### src/rtl/uart_frame_tx.sv
module uart_frame_tx #(
  parameter int CLKS_PER_BIT = 868
) (
  input  logic       clk,
  input  logic       rst_n,
  input  logic       in_valid,
  output logic       in_ready,
  input  logic [7:0] in_data,
  input  logic [1:0] cfg_len,
  input  logic [1:0] cfg_parity,
  input  logic [1:0] cfg_stop,
  input  logic       cfg_msb_first,
  output logic       line_out,
  output logic       frame_done
);
  localparam int HALF = CLKS_PER_BIT / 2;
  localparam int CW = $clog2(CLKS_PER_BIT + 1);
  localparam logic [CW-1:0] BIT_LAST = CW'(CLKS_PER_BIT - 1);
  localparam logic [CW-1:0] HALF_LAST = CW'(HALF - 1);

  typedef enum logic [2:0] {S_IDLE, S_START, S_DATA, S_PAR, S_STOP} st_t;

  st_t         st;
  logic [CW-1:0] cnt;
  logic [2:0]  idx, lenq, halves, stop_halves;
  logic [7:0]  dq;
  logic        parq, par_on, msbq;

  logic [7:0] mask;
  logic       sum;
  logic       accept, bit_end, half_end, cur;

  assign mask     = 8'hFF >> (2'd3 - cfg_len);
  assign sum      = ^(in_data & mask);
  assign in_ready = (st == S_IDLE);
  assign accept   = in_valid && in_ready;
  assign bit_end  = (cnt == BIT_LAST);
  assign half_end = (cnt == HALF_LAST);
  assign cur      = msbq ? dq[lenq - idx] : dq[idx];

  always_comb begin
    case (st)
      S_START: line_out = 1'b0;
      S_DATA:  line_out = cur;
      S_PAR:   line_out = parq;
      default: line_out = 1'b1;
    endcase
  end

  always_ff @(posedge clk or negedge rst_n) begin
    if (!rst_n) begin
      st          <= S_IDLE;
      cnt         <= '0;
      idx         <= '0;
      lenq        <= 3'd7;
      halves      <= '0;
      stop_halves <= 3'd2;
      dq          <= '0;
      parq        <= 1'b0;
      par_on      <= 1'b0;
      msbq        <= 1'b0;
      frame_done  <= 1'b0;
    end else begin
      frame_done <= 1'b0;
      case (st)
        S_IDLE: if (accept) begin
          st          <= S_START;
          cnt         <= '0;
          idx         <= '0;
          halves      <= '0;
          dq          <= in_data & mask;
          lenq        <= {1'b1, cfg_len};
          msbq        <= cfg_msb_first;
          par_on      <= (cfg_parity == 2'd1) || (cfg_parity == 2'd2);
          parq        <= (cfg_parity == 2'd1) ? ~sum : sum;
          stop_halves <= (cfg_stop == 2'd0) ? 3'd2 : (cfg_stop == 2'd1) ? 3'd3 : 3'd4;
        end
        S_START: begin
          cnt <= bit_end ? '0 : cnt + 1'b1;
          if (bit_end) st <= S_DATA;
        end
        S_DATA: begin
          cnt <= bit_end ? '0 : cnt + 1'b1;
          if (bit_end) begin
            idx <= idx + 1'b1;
            if (idx == lenq) st <= par_on ? S_PAR : S_STOP;
          end
        end
        S_PAR: begin
          cnt <= bit_end ? '0 : cnt + 1'b1;
          if (bit_end) st <= S_STOP;
        end
        S_STOP: begin
          cnt <= half_end ? '0 : cnt + 1'b1;
          if (half_end) begin
            halves <= halves + 1'b1;
            if (halves + 1'b1 == stop_halves) begin
              st         <= S_IDLE;
              frame_done <= 1'b1;
            end
          end
        end
        default: st <= S_IDLE;
      endcase
    end
  end

  a_r1_idle_line_high: assert property (@(posedge clk) disable iff (!rst_n)
    in_ready |-> line_out);
  a_r2_start_low: assert property (@(posedge clk) disable iff (!rst_n)
    $fell(in_ready) |-> !line_out);
  a_r8_busy_after_accept: assert property (@(posedge clk) disable iff (!rst_n)
    accept |=> !in_ready);
  a_r9_done_single: assert property (@(posedge clk) disable iff (!rst_n)
    frame_done |=> !frame_done);
  a_r9_done_ready: assert property (@(posedge clk) disable iff (!rst_n)
    frame_done |-> in_ready);
  a_r7_cfg_held: assert property (@(posedge clk) disable iff (!rst_n)
    (!in_ready && $past(!in_ready)) |-> ($stable(lenq) && $stable(dq) && $stable(msbq)));
endmodule

### config.mk
export PLATFORM = sky130hd
export DESIGN_NAME = uart_frame_tx
export DESIGN_NICKNAME = d
export VERILOG_FILES = /design/src/rtl/uart_frame_tx.sv
export SDC_FILE = /design/constraint.sdc
export NUM_CORES = 1
export LEC_CHECK = 0
export ABC_AREA = 0
export BUFFER_PORTS_ARGS = -buffer_cell sky130_fd_sc_hd__buf_2
export CAP_MARGIN = 20
export CELL_PAD_IN_SITES_DETAIL_PLACEMENT = 1
export CELL_PAD_IN_SITES_GLOBAL_PLACEMENT = 2
export CORE_ASPECT_RATIO = 0.5
export CORE_UTILIZATION = 30
export DETAILED_ROUTE_END_ITERATION = 6
export MAX_ROUTING_LAYER = met4
export PLACE_DENSITY = 0.68
export RECOVER_POWER = 25
export SLEW_MARGIN = 40
export SYNTH_ARGS = -nofsm -noshare
export SYNTH_HDL_FRONTEND = slang
export SYNTH_SLANG_ARGS = --single-unit
### constraint.sdc
create_clock -name clk -period 3.03 [get_ports clk]
set_clock_uncertainty 0.1 [all_clocks]
set_input_delay 0.303 -clock clk [delete_from_list [all_inputs] [get_ports clk]]
set_output_delay 0.303 -clock clk [all_outputs]
set_load 0.01 [all_outputs]
==> results of run 1 <==
## metrics by stage
| step | TNS (ns) | instance area (um^2) |
|---|---|---|
| floorplan | 0 | 2271 |
| global placement | 0 | 2457 |
| detailed placement | 0 | 2460 |
| CTS | 0 | 2640 |
| global route | -0.03768 | 2659 |
| finish | 0 | 2659 |
## path summary, 6_finish.rpt
kind | startpoint | to | slack, ns
max in group asynchronous | rst_n | dq[1] | 0.62
hold reg to reg | parq | parq | 0.40
min in group asynchronous | rst_n | cnt[6] | 1.04
setup / recovery | lenq[0] | line_out | 0.04
hold / removal | cfg_stop[1] | stop_halves[1] | 0.11
setup reg to reg | st[1] | st[0] | 0.79
## final cells by class
cell class | instances | area, um^2 | share of cell area (%)
Multi-Input combinational cell | 164 | 1299 | 48.85
Clock buffer | 6 | 128.9 | 4.847
Clock inverter | 2 | 35.03 | 1.318
Sequential cell | 36 | 904.6 | 34.02
Tap cell | 92 | 115.1 | 4.329
Timing Repair Buffer | 24 | 131.4 | 4.941
Inverter | 12 | 45.04 | 1.694
## critical path, delay by kind of cell (launching register included)
kind	cells	cell delay, ns
buf+inv	3	0.28
simple gates	1	0.06
fa+ha+maj	2	0.60
mux	2	0.72
flops	1	0.54
compound gates	1	0.10
## logic make-up after synthesis
group	after synthesis	synth area share, %
compound gates	52	16.03
xor+xnor	12	5.234
fa+ha+maj	8	4.738
buf+inv	21	4.242
flops	36	39.83
mux	20	11.35
simple gates	72	18.57
## layout by cell type, fill, tap and decap left out, types with 4 or more instances in the layout
master,count
dfrtp_1,33
nor3_1,5
o21ai_0,19
ha_1,6
nand3_1,5
nand2_1,24
buf_2,19
inv_1,10
nand4_1,4
mux2i_1,4
mux2_2,11
clkbuf_16,5
xnor2_1,9
o211ai_1,9
nor2_1,7
o22ai_1,4
## per-layer routing
| layer | track usage (%) | wire length, um | part of all wire, % | up-vias |
|---|---|---|---|---|
| li1 | - | - | - | 848 |
| met1 | 21.07 | 2854 | 53 | 874 |
| met2 | 24.16 | 2343 | 43 | 23 |
| met3 | 4.078 | 155 | 2.9 | 6 |
| met4 | 4.573 | 55 | 1.0 | 0 |
| met5 | - | 0 | 0 | - |
## registers in the layout, indices dropped and copies added (netlist names)
signal	cells
cnt	10
dq	8
frame_done	1
halves	3
idx	3
lenq	2
msbq	1
par_on	1
parq	1
st	3
stop_halves	3
## where the power goes
group	switching [uW]	internal (uW)	total, uW	leakage, uW
registers	0	481	481	0.000467
logic	26.0	26.9	52.9	0.000580
clock network	198	387	585	0.0000808
total	224	895	1120	0.00113
## timing repair
action                                  in CTS  in global routing
hold endpoints to repair                    33                  0
resized for setup                            4                  4
hold buffers                                 1                  0
pin swaps                                    2                  2
endpoints found under the setup margin       1                  1
buffers inserted                             0                  0
==> results.ini, run 1 <==
[outcome]
status = complete, but fails checks
violations = design-rule violations, max-capacitance violations, max-slew violations

[cts]
clock-root-buffer = clkbuf_16
cts_tree = built
insertion_delay_ns = 0.28
clock_sinks = 36
clkTransAtPathRegs_ns = 0.05
h-tree-depth = 2
cts_made_buffers = 5
cts_buffer_depth = 2

[sta]
finalCriticalPeriod_ns = 2.987
fmax_mhz = 334.8
rsz0062_at_grt = true
setup_viol = 0
finalCritPeriodShare_pct = 98.57
setup_ws_ns = 0.04334
whs_ns = 0.1062
tightest_slew_ns = 2.035
final_max_slew_viol_count = 37
slew_headroom_pct = -35.67
final-hold-violation-count = 0

[worst_setup_path]
cp_slowest_stage_delay_ns = 0.54
worst-setup-path-type = reg2out
cp_max_fo = 2
end_kind = output port
worst_path_most_repeated_cell = inv_2
crit_arrival_ns = 2.58
cp_data_required_time_ns = 2.63
crit_slowest_cell = dfstp_2
worstSetupStartpointType = flop
cp_cell_sequence = inv_2 > ha_4 > inv_2 > fa_2 > mux4_2 > mux2_4 > nand2_2 > a41oi_2 > buf_2
r2r_cells = 4

[drt]
viasPerCell = 5.211
drc = 2
routedWlPerCell_um = 16.10
drt-initial-drc-count = 97
drtPass1Iterations = 6
antenna_left = 0
dr_total_vias = 1751
drt_wl_total_mm = 5.408

[power_and_ir_drop]
cellLeakagePower_uw = 0.001127
total_power_uw = 1119
cellPowerDensity_nw_per_um2 = 421.0
peakVddDrop_v = 0.0002214

[logic_synthesis]
synth_top_area_share_pct = 36.36
synth-seq-area-share_pct = 39.83
synthMostInstantiatedCell = dfrtp_1
synth_area_um2 = 2271
synthTopCellsByArea = dfrtp_1, mux2_2, o21ai_0
yosysWarningCount = 0
avgSynthCellArea_um2 = 10.28
synth_edf_count = 0
synth_nets = 247
synthCells = 221
synth_top_cell_by_area = dfrtp_1
yosys-top-cells-count = dfrtp_1, nand2_1, o21ai_0
synth.distinct_cells = 58
async_flop_share_pct = 100.0
synth-seq-cells = 36
synth-main-ff-cell = dfrtp_1

[finish]
drive_above_1_share_pct = 27.46
antenna_cells = 0
fillers = 801
instances_no_fill = 336
nets = 269
syn2layout_area_growth_pct = 17.08
final_core_util_pct = 38.04

[global_routing]
grt_pass1_wl_mm = 9.577
grt_max_degree = 37
grt_remaining_overflow = 0
first_global_vias = 1831
track_usage_pct = 15.96
antenna_found_initial = 0

[die]
die_area_um2 = 7943
fp.dieH_um = 63.52
design.core.area_um2 = 6989
num_io_pins = 21
row_count = 21
start_util_pct = 32.49
die_w_um = 125.0

[flow_run]
max-cap-violations = 1

[worst_hold_path]
holdPathStages = 2
hp-class = in2reg

[placement]
gp_routability_congestion = 0.7565
dpl.cell_count = 327
place_ws_ns = 0.2726
hpwl_mm = 3.983
io_buffers = 20

Power figures use the tool's default switching activity.
==> run 2: changes to the inputs <==
--- a/config.mk
+++ b/config.mk
@@ -7,14 +7,14 @@
 export LEC_CHECK = 0
 export ABC_AREA = 0
 export BUFFER_PORTS_ARGS = -buffer_cell sky130_fd_sc_hd__buf_2
-export CAP_MARGIN = 20
+export CAP_MARGIN = 40
 export CELL_PAD_IN_SITES_DETAIL_PLACEMENT = 1
 export CELL_PAD_IN_SITES_GLOBAL_PLACEMENT = 2
 export CORE_ASPECT_RATIO = 0.5
 export CORE_UTILIZATION = 30
 export DETAILED_ROUTE_END_ITERATION = 6
 export MAX_ROUTING_LAYER = met4
-export PLACE_DENSITY = 0.68
+export PLACE_DENSITY_LB_ADDON = 0.08
 export RECOVER_POWER = 25
 export SLEW_MARGIN = 40
 export SYNTH_ARGS = -nofsm -noshare
==> results.ini, run 2 (synthesized netlist as in run 1, its figures left out) <==
[cts]
clkTransAtPathRegs_ns = 0.06  ; about the same
clock-root-buffer = clkbuf_16
cts_tree = built
clock_sinks = 36  ; unchanged
cts_made_buffers = 5  ; unchanged
h-tree-depth = 2  ; unchanged
insertion_delay_ns = 0.28  ; about the same
cts_buffer_depth = 2  ; unchanged

[drt]
routedWlPerCell_um = 16.30  ; +1.3%
drt-initial-drc-count = 76  ; -22%
antenna_left = 0  ; unchanged
drc = 2  ; unchanged
drtPass1Iterations = 6  ; unchanged
drt_wl_total_mm = 5.477  ; +1.3%
viasPerCell = 5.128  ; -1.6%
dr_total_vias = 1723  ; -1.6%

[flow_run]
max-cap-violations = 0  ; -1

[worst_setup_path]
worst-setup-path-type = reg2out
worstSetupStartpointType = flop
r2r-start = cnt[0]
end_kind = output port
crit_path_start = lenq[0]
crit_arrival_ns = 2.56  ; -0.02 ns
cp_data_required_time_ns = 2.63  ; about the same
cp_max_fo = 2  ; unchanged

[sta]
finalCriticalPeriod_ns = 2.966  ; -0.02109 ns
slew_headroom_pct = 58.48  ; +94 points
setup_viol = 0  ; unchanged
rsz0062_at_grt = true
final_max_slew_viol_count = 0  ; -100%
final-hold-violation-count = 0  ; unchanged
finalCritPeriodShare_pct = 97.87  ; -0.70 points
fmax_mhz = 337.2  ; +0.71%
setup_ws_ns = 0.06444  ; +0.02109 ns
tightest_slew_ns = 0.6228  ; -1.412 ns

[power_and_ir_drop]
swShare_pct = 20.81  ; +0.77 points
pwr-share-clk_pct = 50.6  ; -1.7 points
comb_power_share_pct = 5.0  ; +0.3 points
power.internal_uw = 859.3  ; -4.0%
seqPwrFrac_pct = 44.3  ; +1.3 points
peakVddDrop_v = 0.0003017  ; +36%
cellPowerDensity_nw_per_um2 = 408.5  ; -3.0%
power_switching_uw = 225.8  ; +0.65%
cellLeakagePower_uw = 0.001126  ; -0.15%

[finish]
layout_common_cells = dfrtp_1, nand2_1, o21ai_0, buf_2, mux2_2
final_common_cell = dfrtp_1
nets = 269  ; unchanged
largest_reg_flops = 10  ; unchanged
antenna_cells = 0  ; unchanged
largest-register = cnt
syn2layout_area_growth_pct = 16.97  ; about the same
largestRegisters = cnt x10, dq x8
instances_no_fill = 336  ; unchanged
drive_above_1_share_pct = 28.28  ; +0.82 points
fillers = 804  ; +0.37%

[outcome]
status = complete, but fails checks
violations = design-rule violations

[placement]
place_ws_ns = 0.1947  ; -0.07786 ns
hpwl_mm = 3.867  ; -2.9%
dpl.cell_count = 326  ; -0.31%
io_buffers = 20  ; unchanged
gp_routability_congestion = 0.7942  ; +5.0%

[global_routing]
grt_max_degree = 37  ; unchanged
antenna_found_initial = 0  ; unchanged
first_global_vias = 1789  ; -2.3%
grt_pass1_wl_mm = 9.432  ; -1.5%
grt_remaining_overflow = 0  ; unchanged
track_usage_pct = 15.87  ; -0.093 points

[die]
design.core.area_um2 = 6989  ; unchanged
start_util_pct = 32.49  ; unchanged
die_w_um = 125.0  ; unchanged
row_count = 21  ; unchanged
die_area_um2 = 7943  ; unchanged
num_io_pins = 21  ; unchanged
fp.dieH_um = 63.52  ; unchanged

[worst_hold_path]
hp-class = in2reg
hold_start = cfg_stop[1]

## run 2: worst paths after layout
| kind | end | slack (ns) | depth (start not counted) |
|---|---|---|---|
| worst min-delay path | stop_halves[1] | 0.11 | 2 |
| worst min register to register | parq | 0.38 | 2 |
| worst max-delay path | line_out | 0.06 | 9 |
| max in group asynchronous | lenq[1] | 2.02 | 2 |
| min in group asynchronous | cnt[5] | 0.42 | 2 |
| worst max register to register | st[0] | 0.79 | 5 |
## run 2: layout make-up
type / count / area [um^2] / area share, %
clock buffers: 8 / 156.4 / 5.888
inverters: 12 / 45.04 / 1.696
well taps: 92 / 115.1 / 4.333
repair buffers: 24 / 135.1 / 5.087
multi-input cells: 164 / 1299 / 48.89
flip-flops and latches: 36 / 905.9 / 34.10
## run 2: stage by stage
| step | hold slack [ns] | instance area (um^2) | utilization, % | setup TNS [ns] | power, uW |
|---|---|---|---|---|---|
| 2_1_floorplan | -0.09259 | 2271 | - | 0 | 514.1 |
| 3_3_place_gp | 0.3761 | 2450 | 35.05 | 0 | 544.1 |
| 3_5_place_dp | 0.2065 | 2452 | 35.09 | 0 | 545.3 |
| 4_1_cts | 0.1127 | 2636 | 37.72 | 0 | 1112 |
| 5_1_grt | 0.1497 | 2656 | 38.01 | -0.01441 | 1132 |
| 6_report | 0.1119 | 2656 | 38.01 | 0 | 1085 |
## run 2: power groups by stage
| stage | clock, uW | sequential, uW | combinational [uW] |
|---|---|---|---|
| after global routing | 590 | 481 | 61.0 |
| after CTS | 575 | 481 | 56.9 |
| final | 549 | 481 | 54.6 |
| after floorplan | 0 | 490 | 24.4 |
| after detailed placement | 0 | 490 | 55.7 |
| after global placement | 0 | 490 | 54.5 |
## run 2: what timing repair did
item                                    4_1_cts  5_1_grt
hold buffers                                  1        0
endpoints found under the setup margin        1        1
cloned                                        0        0
buffers inserted                              1        0
resized for setup                             5        4
pin swaps                                     1        3
endpoints found under the hold margin        33        0
## run 2: routing by layer
metal | routed length [um] | vias to the layer above | GRT usage [%]
met5 | 0 | - | -
met4 | 36 | 0 | 3.659
met3 | 200 | 4 | 4.078
met2 | 2402 | 23 | 24.86
met1 | 2838 | 845 | 20.60
li1 | - | 851 | -
## run 2: worst max-delay path, stage by stage, from the launching register on
cell     delay [ns]
dfstp_2        0.53
inv_2          0.04
ha_4           0.15
inv_2          0.05
fa_2           0.45
mux4_2         0.43
mux2_4         0.28
nand2_2        0.06
a41oi_2        0.11
buf_2          0.18
